[src/rtl/e1_cas_extract.sv]
module e1_cas_extract (
  input  logic       clk,
  input  logic       rst_n,
  input  logic       rx_bit,
  input  logic [4:0] rx_ts,
  input  logic [2:0] rx_pos,
  input  logic [3:0] rx_frame,
  input  logic       los_frame,
  input  logic       los_mframe,
  input  logic       slip,
  input  logic       freeze_req,
  input  logic       deb_en,
  input  logic       sig_ie,
  input  logic       ind_req,
  input  logic       ind_rnw,
  input  logic [6:0] ind_addr,
  input  logic [7:0] ind_wdata,
  output logic       ind_busy,
  output logic [7:0] ind_rdata,
  output logic       data_out,
  output logic       sig_out,
  output logic       irq
);
  localparam int NTS = 32;

  logic [NTS-1:0][3:0] sig_q, prev_q;
  logic [NTS-1:0]      en_q, flag_q, rcv, upd, clr;
  logic [6:0]          sh_q, a_q;
  logic                rnw_q;
  logic [7:0]          wd_q;
  logic [7:0]          rx_byte;
  logic                frozen, byte_done, wr_ts, wr_flag;

  assign frozen    = los_frame | los_mframe | slip | freeze_req;
  assign rx_byte   = {sh_q, rx_bit};
  assign byte_done = (rx_ts == 5'd16) && (rx_pos == 3'd7) && (rx_frame != 4'd0);
  assign wr_ts     = ind_busy && !rnw_q && (a_q[6:5] == 2'b00) && (a_q[3:0] != 4'd0);
  assign wr_flag   = ind_busy && !rnw_q && (a_q[6:2] == 5'b01000);
  assign clr       = wr_flag ? (NTS'(wd_q) << {a_q[1:0], 3'b000}) : '0;
  assign irq       = sig_ie && (flag_q != '0);

  for (genvar g = 0; g < NTS; g++) begin : g_ts
    localparam logic [4:0] TS = 5'(g);
    logic [3:0] code;
    assign code   = TS[4] ? rx_byte[3:0] : rx_byte[7:4];
    assign rcv[g] = byte_done && !frozen && (TS == {TS[4], rx_frame});
    assign upd[g] = rcv[g] && en_q[g] && (!deb_en || code == prev_q[g]) && (code != sig_q[g]);

    always_ff @(posedge clk or negedge rst_n) begin
      if (!rst_n) begin
        sig_q[g]  <= '0;
        prev_q[g] <= '0;
        en_q[g]   <= 1'b0;
        flag_q[g] <= 1'b0;
      end else begin
        if (rcv[g]) prev_q[g] <= code;
        if (upd[g]) sig_q[g] <= code;
        flag_q[g] <= (flag_q[g] & ~clr[g]) | upd[g];
        if (wr_ts && a_q[4:0] == TS) en_q[g] <= wd_q[7];
      end
    end

    p_hold_disabled_r3: assert property (@(posedge clk) disable iff (!rst_n)
      !en_q[g] |=> $stable(sig_q[g]));
    p_flag_on_change_r7: assert property (@(posedge clk) disable iff (!rst_n)
      !$stable(sig_q[g]) |-> flag_q[g]);
  end

  always_ff @(posedge clk or negedge rst_n) begin
    if (!rst_n) begin
      sh_q      <= '0;
      data_out  <= 1'b0;
      sig_out   <= 1'b0;
      ind_busy  <= 1'b0;
      ind_rdata <= '0;
      a_q       <= '0;
      rnw_q     <= 1'b0;
      wd_q      <= '0;
    end else begin
      sh_q     <= rx_byte[6:0];
      data_out <= rx_bit;
      sig_out  <= (rx_pos[2] && rx_ts[3:0] != 4'd0) ? sig_q[rx_ts][~rx_pos[1:0]] : 1'b0;
      if (ind_busy) begin
        ind_busy <= 1'b0;
        if (a_q[6:5] == 2'b00)
          ind_rdata <= {en_q[a_q[4:0]], 3'b000, sig_q[a_q[4:0]]};
        else if (a_q[6:2] == 5'b01000)
          ind_rdata <= flag_q[{a_q[1:0], 3'b000} +: 8];
        else
          ind_rdata <= '0;
      end else if (ind_req) begin
        ind_busy <= 1'b1;
        a_q      <= ind_addr;
        rnw_q    <= ind_rnw;
        wd_q     <= ind_wdata;
      end
    end
  end

  p_freeze_hold_r5: assert property (@(posedge clk) disable iff (!rst_n)
    frozen |=> ($stable(sig_q) && $stable(prev_q)));
  p_busy_pulse_r9: assert property (@(posedge clk) disable iff (!rst_n)
    ind_busy |=> !ind_busy);
endmodule

[config.mk]
export PLATFORM = sky130hd
export DESIGN_NAME = e1_cas_extract
export DESIGN_NICKNAME = d
export VERILOG_FILES = /design/src/rtl/e1_cas_extract.sv
export SDC_FILE = /design/constraint.sdc
export NUM_CORES = 1
export LEC_CHECK = 0
export BUFFER_PORTS_ARGS = -buffer_cell sky130_fd_sc_hd__buf_2
export CAP_MARGIN = 20
export CORE_MARGIN = 1.5
export CORE_UTILIZATION = 40
export CTS_CLUSTER_SIZE = 8
export DETAILED_ROUTE_END_ITERATION = 12
export GPL_TIMING_DRIVEN = 0
export PLACE_DENSITY = 0.62
export SETUP_SLACK_MARGIN = 0.1
export SLEW_MARGIN = 0
export SYNTH_ARGS = -nofsm -noshare
export SYNTH_HDL_FRONTEND = slang
export SYNTH_SLANG_ARGS = --single-unit
[constraint.sdc]
create_clock -name clk -period 2.6 [get_ports clk]
set_input_delay 0.13 -clock clk [delete_from_list [all_inputs] [get_ports clk]]
set_output_delay 0.13 -clock clk [all_outputs]
set_load 0.01 [all_outputs]
==> impl_results.md, run 1 <==
- Path type of the worst setup path: flop to flop
- Startpoint types: flop
- Period minus WS final: 2.501 ns
- Sink Count: 345
- Switch Pwr: 0.003458 W
- Clk_lat worst skew: 0.60 ns
- Area growth, synth to finish: 17.45%
- H-tree levels: 2
- Netlist Area Pre-Place: 18,820 µm²
- # setup viols final: 0
- Pleak: 10.11 nW
- # rows: 79
- Met2 WL: 27,410 µm
- Top FF cell, synth: dfrtp_1
- CP required: 3.06 ns
- Seq cells post-synth: 345
- DRT Pass-1 Iters: 5
- RSZ-0062 raised after global routing: no
- HP Class: input pin to flop
- Met1 WL: 25,610 µm
- Utilization after layout: 0.4757
- RePlAce Congestion: 0.9293
- Detailed Route Iter0 Violations: 1,095
- GR Overflow Total: 0
- Io pins: 50
- Vias in the first global route: 13.29k
- Worst r2r path cells: 7
- Clock share of power: 0.443
- Die outline width: 219.9 µm
- Nets: 1,648
- PortBufs: 47
- Final hold slack: 0.06208 ns
- YS warnings: 0
- Logic pwr share: 0.118
- Diode count: 0
- Mapped Cells: 1,447
- Worst Hold Depth: 4
- Largest net degree at the start of global routing: 121
- Starting Density: 0.4051
- Clk_skew: 0.02418 ns
- CTS Buffer Depth: 3
- Post-synth ARST share: 1.000
- Final period utilization: 0.9620
- Sequential power share: 0.439
- Layout cells sized above 1: 0.3831
- Crit end category: flop
- Initial antenna violation count: 1
- DP HPWL: 42,510 µm
- Synth cell types: 57
- ANT nets after route: 0
- DR WL/cell: 26.84 µm
- Maximum vdd drop: 0.6001 mV
- Net Sw Frac: 0.2678
- Avg Cell Area, Syn: 13.00 µm²
- Fmax: 399.8 MHz
- Top layer reached by signal wires: met4
- EDFF count, synth: 0
- Int Power: 0.009456 W
- Worst slew pin tran: 0.9652 ns
- CTS tree: done
- Worst-path clk slew: 0.05 ns
- TritonCTS buffer count: 49
- Final Max Tran Viols: 0
- Placed cell area: 19,910 µm²
- Clock root buffer: clkbuf_16
- Rel. slew slack: 0.3517
- Vias: 12.97k
- Total routed wirelength: 59,590 µm
- Final Hold Vio Count: 0
- Max-cap viol count: 0
- First-pass GRT wire length: 88,070 µm
- CP arrival: 2.96 ns
- # DRC: 0
- Total Routing Usage GR: 0.2526
- Result of the run: completed
- Syn nets: 1,485
- Power Dens Cells: 584.3 nW/µm²
- WL met3: 4213 µm
- Post-route cell area: 22,100 µm²
- Die height: 219.9 µm
- Sequential area share after synthesis: 0.4588
- Crit-path max FO: 10
- Vias per cell: 5.842
- Die ar.: 48,360 µm²
- Core area: 46,460 µm²
-- area by class of cell --
| cell class | count | area [µm²] |
|---|---|---|
| Inverter | 5 | 18.77 |
| Multi-Input combinational cell | 980 | 9922 |
| Tap cell | 607 | 759.5 |
| Sequential cell | 345 | 8633 |
| Clock inverter | 3 | 45.04 |
| Clock buffer | 51 | 1255 |
| Timing Repair Buffer | 113 | 848.3 |
| Fill cell | 4157 | 24360 |
| Buffer | 116 | 619.3 |
-- placed cells by master (no fill, tap or decap), types with 12 or more instances in the layout --
cell type	instances
o41ai_1	12
nand2_1	96
mux2_2	280
nor2_1	25
o41ai_2	15
clkbuf_16	50
nand4_1	50
buf_2	64
buf_4	58
xor2_1	120
clkbuf_1	56
nand2b_1	17
xnor2_1	120
dfrtp_1	345
mux4_2	80
dlygate4sd3_1	18
mux2i_1	23
-- metrics by stage --
step	std cells	worst slack, ns	setup TNS, ns	total power (W)
floorplan	1447	0.2643	0	0.006555
global placement	2101	-5.451	-1945.09	0.007140
detailed placement	2108	-0.8927	-74.78	0.007163
CTS	2216	0.09786	0	0.01297
global route	2220	0.09481	0	0.01332
finish	2220	0.09889	0	0.01291
-- cell families (layout without fill, tap and decap cells) --
| logic type | after synthesis | after routing | share of synthesized area |
|---|---|---|---|
| compound gates | 85 | 85 | 0.03717 |
| mux | 394 | 394 | 0.2821 |
| flops | 345 | 345 | 0.4588 |
| simple gates | 261 | 261 | 0.08238 |
| buf+inv | 122 | 288 | 0.02786 |
| xor+xnor | 240 | 240 | 0.1117 |
-- critical path, cell delays in order, from the launching register on --
cell and delay, ns:
dfrtp_1 0.42, clkbuf_2 0.23, buf_4 0.25, xor2_1 0.18, o41ai_1 0.67, nand4_1 0.15
buf_4 0.21, mux2_2 0.27
-- cell usage after synthesis, drive strengths merged (17+ instances only) --
cell	instances	area, µm²
buf	47	242.7
clkbuf	70	262.8
dfrtp	345	8633
mux2	291	3277
mux2i	23	230.2
mux4	80	1802
nand2	96	360.4
nand2b	17	106.4
nand4	53	367.9
nor2	27	103.9
nor3	18	191.4
o41ai	30	262.8
xnor2	120	1051
xor2	120	1051
-- path summary, 6_finish.rpt --
path                            slack [ns]    endpoint      start
worst max register to register         0.1   sig_q[26]    sh_q[3]
worst min register to register        0.37     sh_q[6]    sh_q[5]
worst min-delay path                  0.06     sig_out  rx_pos[1]
min in group asynchronous             0.19  prev_q[28]      rst_n
worst max-delay path                   0.1   sig_q[26]    sh_q[3]
max in group asynchronous             1.26  flag_q[16]      rst_n
-- flip-flops by register name (all words and copies together), names as in the netlist --
signal,flops
sig_q,128
prev_q,120
en_q,32
flag_q,32
ind_rdata,8
wd_q,8
a_q,7
sh_q,7
ind_busy,1
rnw_q,1
sig_out,1
-- routing by layer --
metal  vias to the layer above  GRT usage
met1                      6777     0.3436
met3                       124    0.04969
met2                       506     0.3922
met4                         0     0.1088
li1                       5563          -
met5                         -          0
-- power by group through the flow --
stage          Sequential, W  Combinational (W)  Clock, W
2_1_floorplan        0.00568           0.000874         0
3_3_place_gp         0.00575            0.00139         0
3_5_place_dp         0.00575            0.00141         0
4_1_cts              0.00567            0.00149   0.00582
5_1_grt              0.00567            0.00163   0.00601
6_report             0.00567            0.00153   0.00572
-- repair_timing --
item,CTS,global route
hold endpoints to repair,123,0
pin swaps,19,1
setup buffers,37,3
hold buffers,18,0
endpoints found under the setup margin,180,114
resized for setup,67,36
Power figures use the tool's default switching activity.
==> run 2, diff against run 1 <==
--- a/config.mk
+++ b/config.mk
@@ -5,14 +5,13 @@
 export SDC_FILE = /design/constraint.sdc
 export NUM_CORES = 1
 export LEC_CHECK = 0
-export BUFFER_PORTS_ARGS = -buffer_cell sky130_fd_sc_hd__buf_2
 export CAP_MARGIN = 20
 export CORE_MARGIN = 1.5
 export CORE_UTILIZATION = 40
 export CTS_CLUSTER_SIZE = 8
 export DETAILED_ROUTE_END_ITERATION = 12
+export DONT_BUFFER_PORTS = 1
 export GPL_TIMING_DRIVEN = 0
-export PLACE_DENSITY = 0.62
 export SETUP_SLACK_MARGIN = 0.1
 export SLEW_MARGIN = 0
 export SYNTH_ARGS = -nofsm -noshare
==> impl_results.md, run 2 (synthesis results as in run 1) <==
- Vias per cell: 5.838 (about the same)
- Fmax: 411.0 MHz (+2.8%)
- Result of the run: finished with violations
- Top flop regs: sig_q x128, prev_q x120
- CP arrival: 2.90 ns (-0.06 ns)
- Die ar.: 48,360 µm² (unchanged)
- Sink Count: 345 (unchanged)
- Crit end category: flop
- Clk_lat worst skew: 0.59 ns (about the same)
- Diode count: 0 (unchanged)
- Clock share of power: 0.451 (+0.008)
- # setup viols final: 0 (unchanged)
- CTS Buffer Depth: 3 (unchanged)
- Max-cap viol count: 0 (unchanged)
- # DRC: 0 (unchanged)
- Max reg flops: 128 (unchanged)
- RePlAce Congestion: 0.9551 (+2.8%)
- Final Max Tran Viols: 0 (unchanged)
- GR Overflow Total: 0 (unchanged)
- Die outline width: 219.9 µm (unchanged)
- Biggest register: sig_q
- DP HPWL: 42,290 µm (-0.51%)
- Worst r2r path cells: 6 (-1)
- Worst-path clk slew: 0.05 ns (about the same)
- DRT Pass-1 Iters: 5 (unchanged)
- Worst slew pin tran: 1.052 ns (+0.08677 ns)
- Failing checks: hold timing
- Startpoint types: flop
- # rows: 79 (unchanged)
- Fill cell count: 4,192 (+0.84%)
- Switch Pwr: 0.003312 W (-4.2%)
- Vias: 12.70k (-2.1%)
- Core area: 46,460 µm² (unchanged)
- Pre-CTS WS: -1.044 ns (-0.1508 ns)
- Power Dens Cells: 585.6 nW/µm² (+0.22%)
- RSZ-0062 raised after global routing: yes
- Pleak: 9.917 nW (-1.9%)
- Crit-path max FO: 10 (unchanged)
- Total Routing Usage GR: 0.2540 (+0.001445)
- H-tree levels: 2 (unchanged)
- Most common cell after layout, fill and taps aside: dfrtp_1
- CP required: 3.07 ns (about the same)
- Area growth, synth to finish: 16.19%
- First-pass GRT wire length: 88,690 µm (+0.71%)
- Total routed wirelength: 59,650 µm (+0.10%)
- ANT nets after route: 0 (unchanged)
- Logic pwr share: 0.105 (-0.013)
- Commonest non-fill, non-tap cells in the layout: dfrtp_1, mux2_2, xor2_1, xnor2_1, nand2_1
- Nets: 1,602 (-2.8%)
- Clock root buffer: clkbuf_16
- Net Sw Frac: 0.2587 (-0.009114)
- Layout cells sized above 1: 0.3652 (-0.01794)
- Vias in the first global route: 13.18k (-0.81%)
- Int Power: 0.009493 W (+0.39%)
- Clk_skew: 0.02302 ns (-0.001154 ns)
- PortBufs: 0 (-100%)
- Initial antenna violation count: 1 (unchanged)
- Io pins: 50 (unchanged)
- Worst setup margin: 0.1670 ns (+0.06815 ns)
- Path type of the worst setup path: flop to flop
- Layout Cells excl Fill: 2,176 (-2.0%)
- Maximum vdd drop: 0.5607 mV (-6.6%)
- Final period utilization: 0.9358 (-0.02621)
- Sequential power share: 0.444 (+0.005)
- Rel. slew slack: 0.2987 (-0.05301)
- Dpl cells: 2,058 (-2.4%)
- Detailed Route Iter0 Violations: 1,108 (+1.2%)
- Largest net degree at the start of global routing: 346 (+190%)
- Starting Density: 0.4051 (unchanged)
- Final hold slack: -0.7033 ns (-0.7654 ns)
- Count of hold-fix buffers inserted at cts: 21 (+3)
- DR WL/cell: 27.41 µm (+2.1%)
- HP Class: input pin to asynchronous set/reset pin
- Die height: 219.9 µm (unchanged)
- Period minus WS final: 2.433 ns (-0.06815 ns)
- TritonCTS buffer count: 49 (unchanged)
- Final Hold Vio Count: 345 (+345)
- CTS tree: done
- Final Power: 0.01280 W (-0.85%)
run 2: changes by cell type in the layout (fill, tap and decap cells not counted), sizes merged:
cell	delta
dlygate4sd3	+3
clkinv	-1
clkdlybuf4s18	-1
clkbuf	+4
buf	-49
run 2: final timing paths:
| path | start | end | slack, ns |
|---|---|---|---|
| min in group clk | rx_frame[0] | prev_q[97] | 0.08 |
| max | a_q[2] | flag_q[28] | 0.17 |
| min reg2reg | sh_q[4] | sh_q[5] | 0.37 |
| max reg2reg | a_q[2] | flag_q[28] | 0.17 |
| min | rst_n | prev_q[37] | -0.70 |
| max in group asynchronous | rst_n | sh_q[0] | 2.72 |
run 2: timing repair:
action	CTS	global route
gates resized for setup	76	27
endpoints found under the hold margin	363	345
pin swaps	19	6
buffers inserted	36	5
endpoints found under the setup margin	189	89
run 2: critical path, cell delays in order (launching register included):
cell,delay [ns]
dfrtp_1,0.38
clkbuf_1,0.25
or4b_1,0.74
nor4_2,0.47
buf_2,0.25
nand2_1,0.06
a21o_1,0.18
run 2: metal layers:
layer  share of wire  global-route usage  vias up
li1                -                   -     5491
met1            0.43              0.3472     6646
met2            0.46              0.4027      456
met3           0.069             0.04748      110
met4           0.034             0.09093        0
met5               0                   0        -
run 2: power groups by stage:
| stage | Sequential, W | Combinational (W) | Clock, W |
|---|---|---|---|
| floorplan | 0.00568 | 0.000874 | 0 |
| global placement | 0.00576 | 0.00121 | 0 |
| global route | 0.00570 | 0.00143 | 0.00609 |
| CTS | 0.00568 | 0.00131 | 0.00587 |
| finish | 0.00569 | 0.00135 | 0.00577 |
| detailed placement | 0.00576 | 0.00122 | 0 |
run 2: metrics by stage:
| stage | util | instance area (µm²) | TNS (ns) |
|---|---|---|---|
| final | 0.4706 | 21860 | 0 |
| after global routing | 0.4706 | 21860 | 0 |
| after CTS | 0.4668 | 21690 | 0 |
| after detailed placement | 0.4220 | 19600 | -79.25 |
| after global placement | 0.4214 | 19580 | -80.27 |
| after floorplan | - | 18820 | 0 |
run 2: area by class of cell:
| cell class | count | area [µm²] | share of cell area |
|---|---|---|---|
| well taps | 607 | 759.5 | 0.03474 |
| repair buffers | 67 | 559.3 | 0.02558 |
| clock inverters | 2 | 13.76 | 0.0006295 |
| flip-flops and latches | 345 | 8635 | 0.3949 |
| plain buffers | 116 | 613.1 | 0.02804 |
| clock buffers | 54 | 1297 | 0.05934 |
| multi-input cells | 980 | 9968 | 0.4559 |
| inverters | 5 | 18.77 | 0.0008584 |
